<file path="src/rtl/sync_sel_pkg.sv">
package sync_sel_pkg;
  localparam int NSRC = 3;
  typedef enum logic [1:0] {
    SRC_SEP  = 2'd0,
    SRC_COMP = 2'd1,
    SRC_VID  = 2'd2
  } src_e;
endpackage

</file>
<file path="src/rtl/sync_vsep.sv">
// Width-measuring vertical separator: the output rises once a run reaches TH_CYC samples.
module sync_vsep #(
  parameter int TH_CYC = 400
) (
  input  logic clk,
  input  logic rst,
  input  logic sync_i,
  output logic vpulse_o
);
  localparam int CW = $clog2(TH_CYC + 1);
  localparam logic [CW-1:0] TH_MAX = CW'(TH_CYC);
  localparam logic [CW-1:0] TH_M1  = CW'(TH_CYC - 1);

  logic [CW-1:0] run_q;

  always_ff @(posedge clk) begin
    if (rst) begin
      run_q    <= '0;
      vpulse_o <= 1'b0;
    end else if (sync_i) begin
      if (run_q != TH_MAX) run_q <= run_q + 1'b1;
      vpulse_o <= (run_q >= TH_M1);
    end else begin
      run_q    <= '0;
      vpulse_o <= 1'b0;
    end
  end
endmodule

</file>
<file path="src/rtl/sync_front.sv">
// Stage A: registers the streams and flags; generates one separator per derived source.
module sync_front
  import sync_sel_pkg::*;
#(
  parameter int TH_CYC = 400
) (
  input  logic            clk,
  input  logic            rst,
  input  logic            vsep_present,
  input  logic            csync_present,
  input  logic            vsep_sync,
  input  logic            csync_sync,
  input  logic            vid_sync,
  input  logic            hd_keep,
  output logic [NSRC-1:0] cand_vd,
  output logic [NSRC-1:0] cand_hd,
  output logic            vsp_q,
  output logic            csp_q,
  output logic            keep_q
);
  localparam int NDER = 2;

  logic [NDER-1:0] der_in;
  logic [NDER-1:0] der_vp;
  logic            vs_q, cs_q, vid_q;

  assign der_in = {vid_sync, csync_sync};

  for (genvar g = 0; g < NDER; g++) begin : g_sep
    sync_vsep #(.TH_CYC(TH_CYC)) u_sep (
      .clk     (clk),
      .rst     (rst),
      .sync_i  (der_in[g]),
      .vpulse_o(der_vp[g])
    );
  end

  always_ff @(posedge clk) begin
    if (rst) begin
      vs_q   <= 1'b0;
      cs_q   <= 1'b0;
      vid_q  <= 1'b0;
      vsp_q  <= 1'b0;
      csp_q  <= 1'b0;
      keep_q <= 1'b1;
    end else begin
      vs_q   <= vsep_sync;
      cs_q   <= csync_sync;
      vid_q  <= vid_sync;
      vsp_q  <= vsep_present;
      csp_q  <= csync_present;
      keep_q <= hd_keep;
    end
  end

  always_comb begin
    cand_vd           = '0;
    cand_hd           = '0;
    cand_vd[SRC_SEP]  = vs_q;
    cand_hd[SRC_SEP]  = cs_q;
    cand_vd[SRC_COMP] = der_vp[0];
    cand_hd[SRC_COMP] = cs_q;
    cand_vd[SRC_VID]  = der_vp[1];
    cand_hd[SRC_VID]  = vid_q;
  end
endmodule

</file>
<file path="src/rtl/sync_src_pick.sv">
// Stage B: priority request, frame-aligned switch, HD gating, registered outputs.
module sync_src_pick
  import sync_sel_pkg::*;
(
  input  logic            clk,
  input  logic            rst,
  input  logic [NSRC-1:0] cand_vd,
  input  logic [NSRC-1:0] cand_hd,
  input  logic            vsp_q,
  input  logic            csp_q,
  input  logic            keep_q,
  output logic            vd_out,
  output logic            hd_out,
  output logic            ext_sync,
  output logic            vint_out,
  output src_e            cur_o
);
  src_e            req, cur_q, cur_nxt;
  logic [NSRC-1:0] prev_q;
  logic            vd_nxt, hd_nxt;

  always_comb begin
    if (vsp_q && csp_q) req = SRC_SEP;
    else if (csp_q)     req = SRC_COMP;
    else                req = SRC_VID;
  end

  always_comb begin
    cur_nxt = cur_q;
    if ((req != cur_q) && cand_vd[req] && !prev_q[req] && !vd_out)
      cur_nxt = req;
  end

  always_comb begin
    vd_nxt = cand_vd[cur_nxt];
    hd_nxt = cand_hd[cur_nxt] & ~(vd_nxt & ~keep_q);
  end

  always_ff @(posedge clk) begin
    if (rst) begin
      cur_q    <= SRC_VID;
      prev_q   <= '0;
      vd_out   <= 1'b0;
      hd_out   <= 1'b0;
      vint_out <= 1'b0;
      ext_sync <= 1'b0;
    end else begin
      cur_q    <= cur_nxt;
      prev_q   <= cand_vd;
      vd_out   <= vd_nxt;
      hd_out   <= hd_nxt;
      vint_out <= vd_nxt;
      ext_sync <= vsp_q | csp_q;
    end
  end

  assign cur_o = cur_q;
endmodule

</file>
<file path="src/rtl/sync_source_select.sv">
module sync_source_select
  import sync_sel_pkg::*;
#(
  parameter int CLK_MHZ = 100,
  parameter int SEP_NS  = 4000
) (
  input  logic clk,
  input  logic rst,
  input  logic vsep_present,
  input  logic csync_present,
  input  logic vsep_sync,
  input  logic csync_sync,
  input  logic vid_sync,
  input  logic hd_keep,
  output logic vd_out,
  output logic hd_out,
  output logic ext_sync,
  output logic vint_out
);
  localparam int TH_CYC = CLK_MHZ * SEP_NS / 1000;

  logic [NSRC-1:0] cand_vd, cand_hd;
  logic            vsp_q, csp_q, keep_q;
  src_e            cur_src;

  sync_front #(.TH_CYC(TH_CYC)) u_front (
    .clk          (clk),
    .rst          (rst),
    .vsep_present (vsep_present),
    .csync_present(csync_present),
    .vsep_sync    (vsep_sync),
    .csync_sync   (csync_sync),
    .vid_sync     (vid_sync),
    .hd_keep      (hd_keep),
    .cand_vd      (cand_vd),
    .cand_hd      (cand_hd),
    .vsp_q        (vsp_q),
    .csp_q        (csp_q),
    .keep_q       (keep_q)
  );

  sync_src_pick u_pick (
    .clk     (clk),
    .rst     (rst),
    .cand_vd (cand_vd),
    .cand_hd (cand_hd),
    .vsp_q   (vsp_q),
    .csp_q   (csp_q),
    .keep_q  (keep_q),
    .vd_out  (vd_out),
    .hd_out  (hd_out),
    .ext_sync(ext_sync),
    .vint_out(vint_out),
    .cur_o   (cur_src)
  );
endmodule

</file>
<file path="config.mk">
export PLATFORM = sky130hd
export DESIGN_NAME = sync_source_select
export DESIGN_NICKNAME = d
export VERILOG_FILES = /design/src/rtl/sync_sel_pkg.sv /design/src/rtl/sync_vsep.sv /design/src/rtl/sync_front.sv /design/src/rtl/sync_src_pick.sv /design/src/rtl/sync_source_select.sv
export SDC_FILE = /design/constraint.sdc
export NUM_CORES = 1
export LEC_CHECK = 0
export BUFFER_PORTS_ARGS = -buffer_cell sky130_fd_sc_hd__buf_2
export CAP_MARGIN = 20
export CORE_MARGIN = 3
export CORE_UTILIZATION = 35
export CTS_BUF_LIST = sky130_fd_sc_hd__clkbuf_16
export CTS_CLUSTER_SIZE = 14
export DETAILED_ROUTE_END_ITERATION = 7
export PLACE_DENSITY = 0.52
export SLEW_MARGIN = 20
export SYNTH_ARGS = -nofsm -noshare
export SYNTH_HDL_FRONTEND = slang
export SYNTH_HIERARCHICAL = 1
export SYNTH_SLANG_ARGS = --single-unit
export TNS_END_PERCENT = 100
</file>
<file path="constraint.sdc">
create_clock -name clk -period 4.4 [get_ports clk]
set_input_delay 0.22 -clock clk [delete_from_list [all_inputs] [get_ports clk]]
set_output_delay 0.22 -clock clk [all_outputs]
set_load 0.01 [all_outputs]
</file>
==> results.yml, run 1 <==
status:
  outcome: "complete, no violations"
timing:
  maxSlewViolCount: 0
  setup-tns-final_ns: 0
  fin_crit_sh_pct: 44.4
  relSlewSlack_pct: 69.8
  rsz0062_at_grt: "false"
  finalSetupViolations: 0
  max_slew.worst_pin.slew_ns: 0.442
  min_clock_period_post_route_ns: 1.95
  hold_viol: 0
  finalClockSkew_ns: 0.00246
  achievable-frequency_ghz: 0.512
  post-route-worst-setup-slack_ns: 2.45
placed_design:
  numPlacedInstances: 230
  place_ws_ns: 2.46
  hpwlAfterDp_mm: 2.29
  placer_congestion_estimate: 0.827
  placement.io_buffers: 11
power_and_ir_drop:
  combPwrFrac_pct: 3.4
  swShare_pct: 17.6
  max-vdd-ir-drop_uv: 266
  cellInternalPower_mw: 0.649
  p_total_mw: 0.788
  share_seq_of_total_power_pct: 40.6
  power.net_switching_mw: 0.139
  share_clk_of_total_power_pct: 56.0
  p_leak_nw: 0.696
  cellPowerDensity_nw_per_um2: 416
floorplanning:
  die_height_um: 74.2
  area_enclosed_by_the_die_boundary_um2: 5500
  start_util_pct: 36.9
  top_level_ports: 12
  core-area_um2: 4410
  die_x_um: 74.2
  rows: 24
synth:
  largest_cells_by_area_after_synthesis: "dfxtp_1 (42%), a21oi_1 (4.6%), and2b_2 (4.3%)"
  most_area_hungry_cell_type_in_the_yosys_netlist: "dfxtp_1"
  syn_area_um2: 1630
  syn-instance-count: 174
  synth.lib_cells_used.distinct: 42
  postSynthAreaPerCell_um2: 9.36
  ys.warnings.count: 6
  total_nets_after_synthesis: 186
  synth.top_cell.area_share_pct: 41.8
  part_of_the_yosys_area_used_for_sequential_elements_pct: 41.8
  yosys_register_bits: 34
layout:
  drive_gt1_share_pct: 20.4
  mostFrequentLayoutCell: "dfxtp_1"
  finalNonFillerCells: 238
  final.fill_count: 440
  num_antenna_cells: 0
  flow.area_growth_from_synthesis_pct: 16.2
  final_nets: 197
  layout.cells.most_common_list: "dfxtp_1 (34), a21oi_1 (15), o21ai_0 (13)"
clock_tree:
  cts_hold_repair.buffers: 0
  cts_tree: "done"
  cts.path.max_buffers: 2
  clock_sink_count: 34
  worst_setup_hold_path_clk_slew_ns: 0.05
  cts_inserted_buffers: 5
  clock_insertion_delay_worst_skew_ns: 0.27
  post-cts-setup-buffer-count: 0
  cts-htree-levels: 2
  root_buffer: "clkbuf_16"
  post_cts_resize_count: 0
worst_setup_path:
  critPathKind: "flop to flop"
  cp_max_fo: 6
  crit_required_ns: 4.56
  timing.critical_path.arrival_ns: 2.12
  cp-end-kind: "flop"
  crit_path_start_kind: "flop"
grt:
  global_route.overflow_total: 0
  initial_antenna_violation_count: 0
  grt.total_usage_pct: 12.8
  grt_max_degree: 17
  global_route_wire_length_before_repair_mm: 5.44
  first_global_vias: 1240
route:
  drt_iter0_drc: 54
  route.detailed.wl_per_inst_um: 13.0
  number_of_vias_after_detailed_routing: 1241
  remaining_design_rule_violation_count: 0
  totalWireLength_mm: 3.09
  detail_route.first_pass.iterations: 4
  final_antenna_net_count: 0
  drt-vias-per-instance: 5.21
worst_hold_path:
  type_of_the_tightest_min_delay_check: "input pin to flop"
flow_run:
  max_cap_violations: 0
## sequential cells by signal, indices dropped and copies added, names as in the netlist, 2 cells and up
| register | flops |
|---|---|
| u_pick/prev_q | 3 |
| u_front/g_sep.u_sep/run_q | 18 |
| u_pick/cur_o | 2 |
| u_front/g_sep.u_sep/vpulse_o | 2 |
## power groups by stage
stage / logic, mW / registers [mW] / clock network [mW]
finish: 0.0267 / 0.320 / 0.441
global route: 0.0309 / 0.320 / 0.471
detailed placement: 0.0270 / 0.327 / 0
global placement: 0.0258 / 0.327 / 0
floorplan: 0.0197 / 0.325 / 0
CTS: 0.0271 / 0.320 / 0.453
## path summary, 6_finish.rpt
check / start / end / slack (ns) / cells past startpoint
worst min register to register: u_front/keep_q$_SDFF_PP1_ / u_pick/hd_out$_SDFF_PP0_ / 0.49 / 1
worst max register to register: u_front/csp_q$_SDFF_PP0_ / u_pick/hd_out$_SDFF_PP0_ / 2.45 / 6
worst min-delay path: hd_keep / u_front/keep_q$_SDFF_PP1_ / 0.13 / 2
worst max-delay path: u_front/csp_q$_SDFF_PP0_ / u_pick/hd_out$_SDFF_PP0_ / 2.45 / 6
## metal layers
layer | GRT usage, % | vias to the layer above | wire, um
met5 | 0 | - | 0
met1 | 15.3 | 579 | 1430
met2 | 20.4 | 15 | 1550
li1 | - | 645 | -
met4 | 7.24 | 0 | 21
met3 | 3.65 | 2 | 94
## logic make-up after synthesis
| kind of cell | Yosys count | share of synthesized area [%] |
|---|---|---|
| and+or+nand+nor | 72 | 30.6 |
| xor gates and xnor gates | 4 | 2.15 |
| buffers and inverters | 18 | 5.30 |
| DFF | 34 | 41.8 |
| AOI/OAI and AO/OA | 39 | 15.1 |
| muxes | 3 | 1.92 |
| adders and majority gates | 4 | 3.07 |
## layout make-up
class / instances / area [um^2] / area share [%]
Multi-Input combinational cell: 122 / 861 / 45.5
Sequential cell: 34 / 681 / 36.0
Clock buffer: 5 / 125 / 6.61
Tap cell: 52 / 65.1 / 3.44
Clock inverter: 3 / 63.8 / 3.37
Timing Repair Buffer: 11 / 55.1 / 2.91
Inverter: 11 / 41.3 / 2.18
## worst max-delay path: stages (launching register included)
cell and delay, ns:
dfxtp_1 0.34, or4b_4 0.57, nor2b_4 0.15, a21oi_4 0.13
mux2_1 0.34, a32o_1 0.20, o211a_1 0.11
## per-stage QoR
step	instance area, um^2	util [%]	hold WS, ns
after floorplan	1630	-	0.292
after global placement	1700	38.6	0.397
after detailed placement	1700	38.6	0.409
after CTS	1890	42.9	0.126
after global routing	1890	42.9	0.126
final	1890	42.9	0.135
## Yosys cell counts
library cell,instances
or4_1,1
or2_2,1
o21ai_0,13
a32oi_1,1
nand4_2,2
nand4_1,2
a311oi_1,2
and4bb_2,2
nor3_1,6
nor2b_1,3
or3_1,8
xor2_1,2
nand2_1,5
a21o_2,1
clkbuf_1,2
or2b_1,2
a21oi_4,1
and3_2,1
xnor2_1,2
nand4bb_1,4
o211a_1,1
mux2i_1,2
a2bb2oi_1,1
a21oi_1,15
nand3_2,2
buf_4,5
a32o_1,1
nand2b_1,4
or2_1,1
or4b_4,1
a2111oi_0,1
nor2_1,10
o2bb2ai_1,1
inv_1,11
and2b_2,8
dfxtp_1,34
nand3_1,6
mux2_1,1
o311ai_1,1
ha_1,4
nor2b_4,1
nor4bb_1,2
(Power assumes the default switching activity.)
==> run 2, diff against run 1 <==
Settings changed: ABC_AREA set to 1, PLACE_DENSITY 0.52 to 0.54.
Clock period 4.4 ns to 1.7 ns, I/O delays scaled along.
==> run 2 against run 1 <==
Net effect: final cell count grew 28%; sequential power grew to 2.6 times the previous value; sequential share of layout area shrank 1.0 points; final area grew 2.9%; die area grew 2.1%; clock-buffer cell count is the same; utilization grew 0.66 points; sequential cell count is the same; critical path depth grew 5; combinational power grew to 3.7 times the previous value; critical endpoint unchanged; largest cell class unchanged.
==> results.yml, run 2 <==
worst_setup_path:
  crit_path_start_kind: "flop"
  cp_max_fo: 3
  critPathKind: "flop to flop"
  timing.critical_path.arrival_ns: 1.51
  crit_required_ns: 1.87
  worst_path_dominant_cell_family: "simple AND/OR/NAND/NOR gates"
  cp-end-kind: "flop"
  worst-path-buf-inv: 2
  crit_path_cell_trace: "inv_2 > nor2_2 > nand2_2 > nand2_4 > nor2_2 > nand2_1 > nand2_2 > inv_2 > nand3_1 > a21oi_1 > nor2_1"
  cp_slowest_cell: "dfxtp_1"
  critical_path.max_stage_delay_ns: 0.35
layout:
  mostFrequentLayoutCell: "nand2_1"
  utilization_pct: 43.5
  num_antenna_cells: 0
  largest_reg_flops: 18
  final_nets: 264
  drive_gt1_share_pct: 17.8
  largest_register: "u_front/g_sep.u_sep/run_q"
  largest_registers: "u_front/g_sep.u_sep/run_q (18), u_pick/prev_q (3)"
  layout.cells.most_common_list: "nand2_1 (43), inv_1 (38), nor2_1 (38)"
  flow.area_growth_from_synthesis_pct: 16.9
clock_tree:
  clock_insertion_delay_worst_skew_ns: 0.27
  cts_hold_repair.buffers: 1
  cts_tree: "done"
  post-cts-setup-buffer-count: 0
  worst_setup_hold_path_clk_slew_ns: 0.05
  cts_inserted_buffers: 5
  cts-htree-levels: 2
  clock_sink_count: 34
  cts.path.max_buffers: 2
  post_cts_resize_count: 0
  root_buffer: "clkbuf_16"
floorplanning:
  core-area_um2: 4470
  start_util_pct: 37.2
  die_height_um: 75.0
  top_level_ports: 12
  area_enclosed_by_the_die_boundary_um2: 5620
  die_x_um: 75.0
  rows: 24
synth:
  most_area_hungry_cell_type_in_the_yosys_netlist: "dfxtp_1"
  postSynthAreaPerCell_um2: 7.00
  yosys_register_bits: 34
  syn-instance-count: 238
  ys_async_rst_share_pct: 0
  largest_cells_by_area_after_synthesis: "dfxtp_1 (41%), nand2_1 (9.7%), inv_1 (8.6%)"
  total_nets_after_synthesis: 250
  syn_area_um2: 1670
  post-synth-top-count-cell: "nand2_1"
  synth_flop_cell: "dfxtp_1"
  synth.lib_cells_used.distinct: 22
  synth.cells.most_frequent: "nand2_1 (43), inv_1 (38), nor2_1 (38)"
  number_of_flops_mapped_to_enable_cells_by_yosys: 0
  part_of_the_yosys_area_used_for_sequential_elements_pct: 40.9
  synth.top_cell.area_share_pct: 40.9
  ys.warnings.count: 6
route:
  final_antenna_net_count: 0
  remaining_design_rule_violation_count: 0
  detail_route.first_pass.iterations: 4
  route.detailed.wl_per_inst_um: 10.0
  drt-vias-per-instance: 4.54
  totalWireLength_mm: 3.05
  drt_iter0_drc: 53
  number_of_vias_after_detailed_routing: 1385
grt:
  use_met1_pct: 15.5
  global_route.overflow_total: 0
  grt_max_degree: 16
  met2_usage_pct: 19.7
  initial_antenna_violation_count: 0
  grt.total_usage_pct: 12.6
  grt-busiest-layer: "met2"
  globalRouteMet3Util_pct: 4.81
  first_global_vias: 1283
  global_route_wire_length_before_repair_mm: 5.38
timing:
  min_clock_period_post_route_ns: 1.33
  rsz0062_at_grt: "false"
  relSlewSlack_pct: 78.4
  finalClockSkew_ns: 0.00377
  finalSetupViolations: 0
  hold_ws_ns: 0.0132
  max_slew.worst_pin.slew_ns: 0.324
  achievable-frequency_ghz: 0.749
  fin_crit_sh_pct: 78.5
  maxSlewViolCount: 0
  hold_viol: 0
  post-route-worst-setup-slack_ns: 0.366
  setup-tns-final_ns: 0
power_and_ir_drop:
  power.net_switching_mw: 0.391
  cellPowerDensity_nw_per_um2: 1070
  cellInternalPower_mw: 1.69
  combPwrFrac_pct: 4.7
  share_seq_of_total_power_pct: 39.8
  p_leak_nw: 0.807
  swShare_pct: 18.8
  share_clk_of_total_power_pct: 55.5
  p_total_mw: 2.08
  max-vdd-ir-drop_uv: 453
placed_design:
  hpwlAfterDp_mm: 2.29
  place_ws_ns: 0.372
  placer_congestion_estimate: 0.845
  placement.io_buffers: 11
status:
  outcome: "complete, no violations"
flow_run:
  max_cap_violations: 0
worst_hold_path:
  type_of_the_tightest_min_delay_check: "input pin to flop"
==> run 2: cell types whose count changed in the layout (fill, tap and decap cells not counted), sizes merged, moves of 5 or more <==
cell | previous run | this run
or3 | 8 | 0
o21ai | 13 | 8
inv | 11 | 43
nand2 | 5 | 49
and2b | 8 | 0
nand3 | 8 | 25
nor2 | 10 | 48
==> run 2: path summary, 6_finish.rpt <==
kind	to	startpoint	cells past startpoint	slack, ns
worst max-delay path	u_pick/hd_out$_SDFF_PP0_	u_front/csp_q$_SDFF_PP0_	11	0.37
worst min-delay path	u_front/csp_q$_SDFF_PP0_	csync_present	3	0.01
worst max register to register	u_pick/hd_out$_SDFF_PP0_	u_front/csp_q$_SDFF_PP0_	11	0.37
worst min register to register	u_pick/prev_q[2]$_SDFF_PP0_	u_front/g_sep[1].u_sep/vpulse_o$_SDFF_PP0_	2	0.45
==> run 2: cells by family (layout without fill, tap and decap cells) <==
family                   Yosys count  count (layout)  share of synthesized area [%]
buffers and inverters             49              64                           12.2
AND/OR/NAND/NOR                  127             127                           35.5
XOR/XNOR                           2               2                           1.05
adder cells (fa/ha/maj)            4               4                           3.01
AO/OA/AOI/OAI                     22              22                           7.29
flip-flops                        34              34                           40.9
==> run 2: area by class of cell <==
type	instances	area (um^2)
Fill cell	468	2530
Tap cell	52	65.1
Clock inverter	3	63.8
Clock buffer	5	125
Inverter	44	166
Multi-Input combinational cell	155	781
Timing Repair Buffer	12	65.1
Sequential cell	34	681
==> run 2: through the flow <==
stage	instance area (um^2)	instances
CTS	1950	305
finish	1950	305
detailed placement	1750	296
global placement	1750	296
global route	1950	305
floorplan	1670	238
==> run 2: routing by layer <==
metal  vias up  wire length, um
li1        756                -
met5         -                0
met2        21             1350
met4         0               44
met3         5              127
met1       603             1530
==> run 2: power by group through the flow <==
stage | sequential [mW] | combinational (mW) | clock, mW
after floorplan | 0.844 | 0.0738 | 0
after CTS | 0.827 | 0.0999 | 1.19
after global placement | 0.845 | 0.0972 | 0
after global routing | 0.829 | 0.115 | 1.23
after detailed placement | 0.845 | 0.0980 | 0
final | 0.827 | 0.0985 | 1.15
==> run 2: worst reg2reg max path: stages (launching register included) <==
cell and delay, ns:
dfxtp_1 0.35, inv_2 0.06, nor2_2 0.13, nand2_2 0.08, nand2_4 0.08, nor2_2 0.05
nand2_1 0.07, nand2_2 0.07, inv_2 0.07, nand3_1 0.10, a21oi_1 0.13, nor2_1 0.05
==> run 3, diff against run 2 <==
Settings changed: ABC_AREA 1 to 0.
Clock period 1.7 ns to 1.13 ns, I/O delays scaled along.
==> run 3 against run 2 <==
Net effect: the flow now finishes with violations (setup timing); non-clock buffer count increased by 36; register-to-register slack got worse by 1.1 ns; wire length increased by 27%; first-iteration DRC count increased by 32%; sequential share of layout area decreased by 5.4 points; via count increased by 5.4%; sequential power increased by 50%; final cell count decreased by 9.8%; clock-buffer cell count unchanged; highest routed layer unchanged.
==> results.yml, run 3 (synthesized netlist as in run 1, its figures left out) <==
power_and_ir_drop:
  cellPowerDensity_nw_per_um2: 1090
  max-vdd-ir-drop_uv: 622
  combPwrFrac_pct: 7.1
  share_clk_of_total_power_pct: 46.8
  p_leak_nw: 0.907
  p_total_mw: 2.68
  power.net_switching_mw: 0.571
  swShare_pct: 21.3
  cellInternalPower_mw: 2.11
  share_seq_of_total_power_pct: 46.1
floorplanning:
  start_util_pct: 36.9
  area_enclosed_by_the_die_boundary_um2: 5500
  rows: 24
  core-area_um2: 4410
  die_height_um: 74.2
  die_x_um: 74.2
  top_level_ports: 12
route:
  totalWireLength_mm: 3.88
  remaining_design_rule_violation_count: 0
  final_antenna_net_count: 0
  detail_route.first_pass.iterations: 5
  drt_iter0_drc: 70
  number_of_vias_after_detailed_routing: 1460
  route.detailed.wl_per_inst_um: 14.1
  drt-vias-per-instance: 5.31
grt:
  first_global_vias: 1383
  global_route.overflow_total: 0
  global_route_wire_length_before_repair_mm: 6.26
  initial_antenna_violation_count: 0
  grt_max_degree: 11
  grt.total_usage_pct: 14.6
placed_design:
  numPlacedInstances: 253
  placement.io_buffers: 11
  placer_congestion_estimate: 0.927
  post_placement_cell_area_um2: 1940
  hpwlAfterDp_mm: 2.58
worst_hold_path:
  timing.hold.worst_endpoint: "u_front/vs_q$_SDFF_PP0_"
  hold_path_startpoint: "vsep_sync"
  hold_path_depth: 2
  type_of_the_tightest_min_delay_check: "input pin to flop"
layout:
  final_design_area_no_fill_um2: 2460
  drive_gt1_share_pct: 55.2
  layout.cells.most_common_list: "buf_4 (28), dfxtp_1 (16), buf_2 (11)"
  largest_reg_flops: 18
  mostFrequentLayoutCell: "buf_4"
  largest_register: "u_front/g_sep.u_sep/run_q"
  largest_registers: "u_front/g_sep.u_sep/run_q (18), u_pick/prev_q (3)"
  finalNonFillerCells: 275
  num_antenna_cells: 0
  flow.area_growth_from_synthesis_pct: 51.0
  final_nets: 234
clock_tree:
  worst_setup_hold_path_clk_slew_ns: 0.05
  cts_inserted_buffers: 5
  clock_sink_count: 34
  cts-htree-levels: 2
  cts.path.max_buffers: 2
  cts_tree: "done"
  root_buffer: "clkbuf_16"
  clock_insertion_delay_worst_skew_ns: 0.27
timing:
  fin_crit_sh_pct: 164
  achievable-frequency_ghz: 0.538
  post-route-worst-setup-slack_ns: -0.728
  finalClockSkew_ns: 0.00180
  finalSetupViolations: 14
  maxSlewViolCount: 0
  hold_viol: 0
  min_clock_period_post_route_ns: 1.86
  rsz0062_at_grt: "true"
  relSlewSlack_pct: 67.8
  hold_ws_ns: 0.00539
  max_slew.worst_pin.slew_ns: 0.482
flow_run:
  max_cap_violations: 0
worst_setup_path:
  crit_required_ns: 1.30
  worst-r2r-setup-slack_ns: -0.73
  crit_path_start_kind: "flop"
  r2r.worst_path.cells: 6
  r2r_end: "u_pick/hd_out$_SDFF_PP0_"
  timing.critical_path.arrival_ns: 2.02
  r2r-start: "u_front/csp_q$_SDFF_PP0_"
  critPathKind: "flop to flop"
  cp_max_fo: 4
  cp-end-kind: "flop"
status:
  violations: "setup timing"
  outcome: "complete, but fails checks"
==> run 3: worst max path at each step <==
| stage | cells after the start | endpoint | slack, ns | from |
|---|---|---|---|---|
| global route | 6 | u_pick/hd_out$_SDFF_PP0_ | -0.78 | u_front/csp_q$_SDFF_PP0_ |
| CTS | 6 | u_pick/hd_out$_SDFF_PP0_ | -0.73 | u_pick/vint_out$_SDFF_PP0_ |
| detailed placement | 6 | u_pick/hd_out$_SDFF_PP0_ | -0.73 | u_pick/prev_q[2]$_SDFF_PP0_ |
| global placement | 6 | u_pick/hd_out$_SDFF_PP0_ | -0.70 | u_pick/prev_q[2]$_SDFF_PP0_ |
| floorplan | 6 | u_pick/hd_out$_SDFF_PP0_ | -0.69 | u_front/csp_q$_SDFF_PP0_ |
| finish | 6 | u_pick/hd_out$_SDFF_PP0_ | -0.73 | u_front/csp_q$_SDFF_PP0_ |
==> run 3: through the flow <==
| stage | utilization (%) | setup TNS (ns) | setup slack (ns) |
|---|---|---|---|
| 5_1_grt | 55.7 | -3.25 | -0.776 |
| 3_5_place_dp | 43.9 | -2.59 | -0.731 |
| 3_3_place_gp | 43.9 | -2.02 | -0.703 |
| 6_report | 55.7 | -2.50 | -0.728 |
| 4_1_cts | 51.5 | -2.39 | -0.728 |
| 2_1_floorplan | - | -1.51 | -0.691 |
==> run 3: layout make-up <==
type / count / area [um^2]
Tap cell: 52 / 65.1
Timing Repair Buffer: 48 / 373
Clock buffer: 5 / 125
Inverter: 11 / 48.8
Fill cell: 370 / 1960
Multi-Input combinational cell: 122 / 1110
Sequential cell: 34 / 726
Clock inverter: 3 / 12.5
==> run 3: per-layer routing <==
metal  global-route usage [%]  vias to the layer above  wire (um)
met3                     4.19                        6        148
met5                        0                        -          0
met1                     17.8                      708       1650
li1                         -                      718          -
met4                     5.23                        0         22
met2                     24.6                       28       2060
==> run 3: worst max-delay path: stages, from the launching register on <==
cell and delay, ns:
dfxtp_2 0.31, or4b_4 0.56, nor2b_4 0.15, a21oi_4 0.12, mux2_4 0.31, a32o_1 0.20, o211a_1 0.10
==> run 3: power groups by stage <==
stage / Sequential [mW] / Combinational, mW / Clock [mW]
detailed placement: 1.27 / 0.130 / 0
CTS: 1.23 / 0.165 / 1.29
finish: 1.24 / 0.189 / 1.26
global route: 1.24 / 0.208 / 1.35
global placement: 1.27 / 0.126 / 0
floorplan: 1.27 / 0.0799 / 0
==> run 3: repair_timing <==
item | CTS | global route
setup buffers | 13 | 5
hold endpoints to repair | 2 | 0
gates cloned | 0 | 0
setup endpoints to repair | 19 | 20
pin swaps | 14 | 17
resized for setup | 30 | 43
hold buffers | 2 | 0
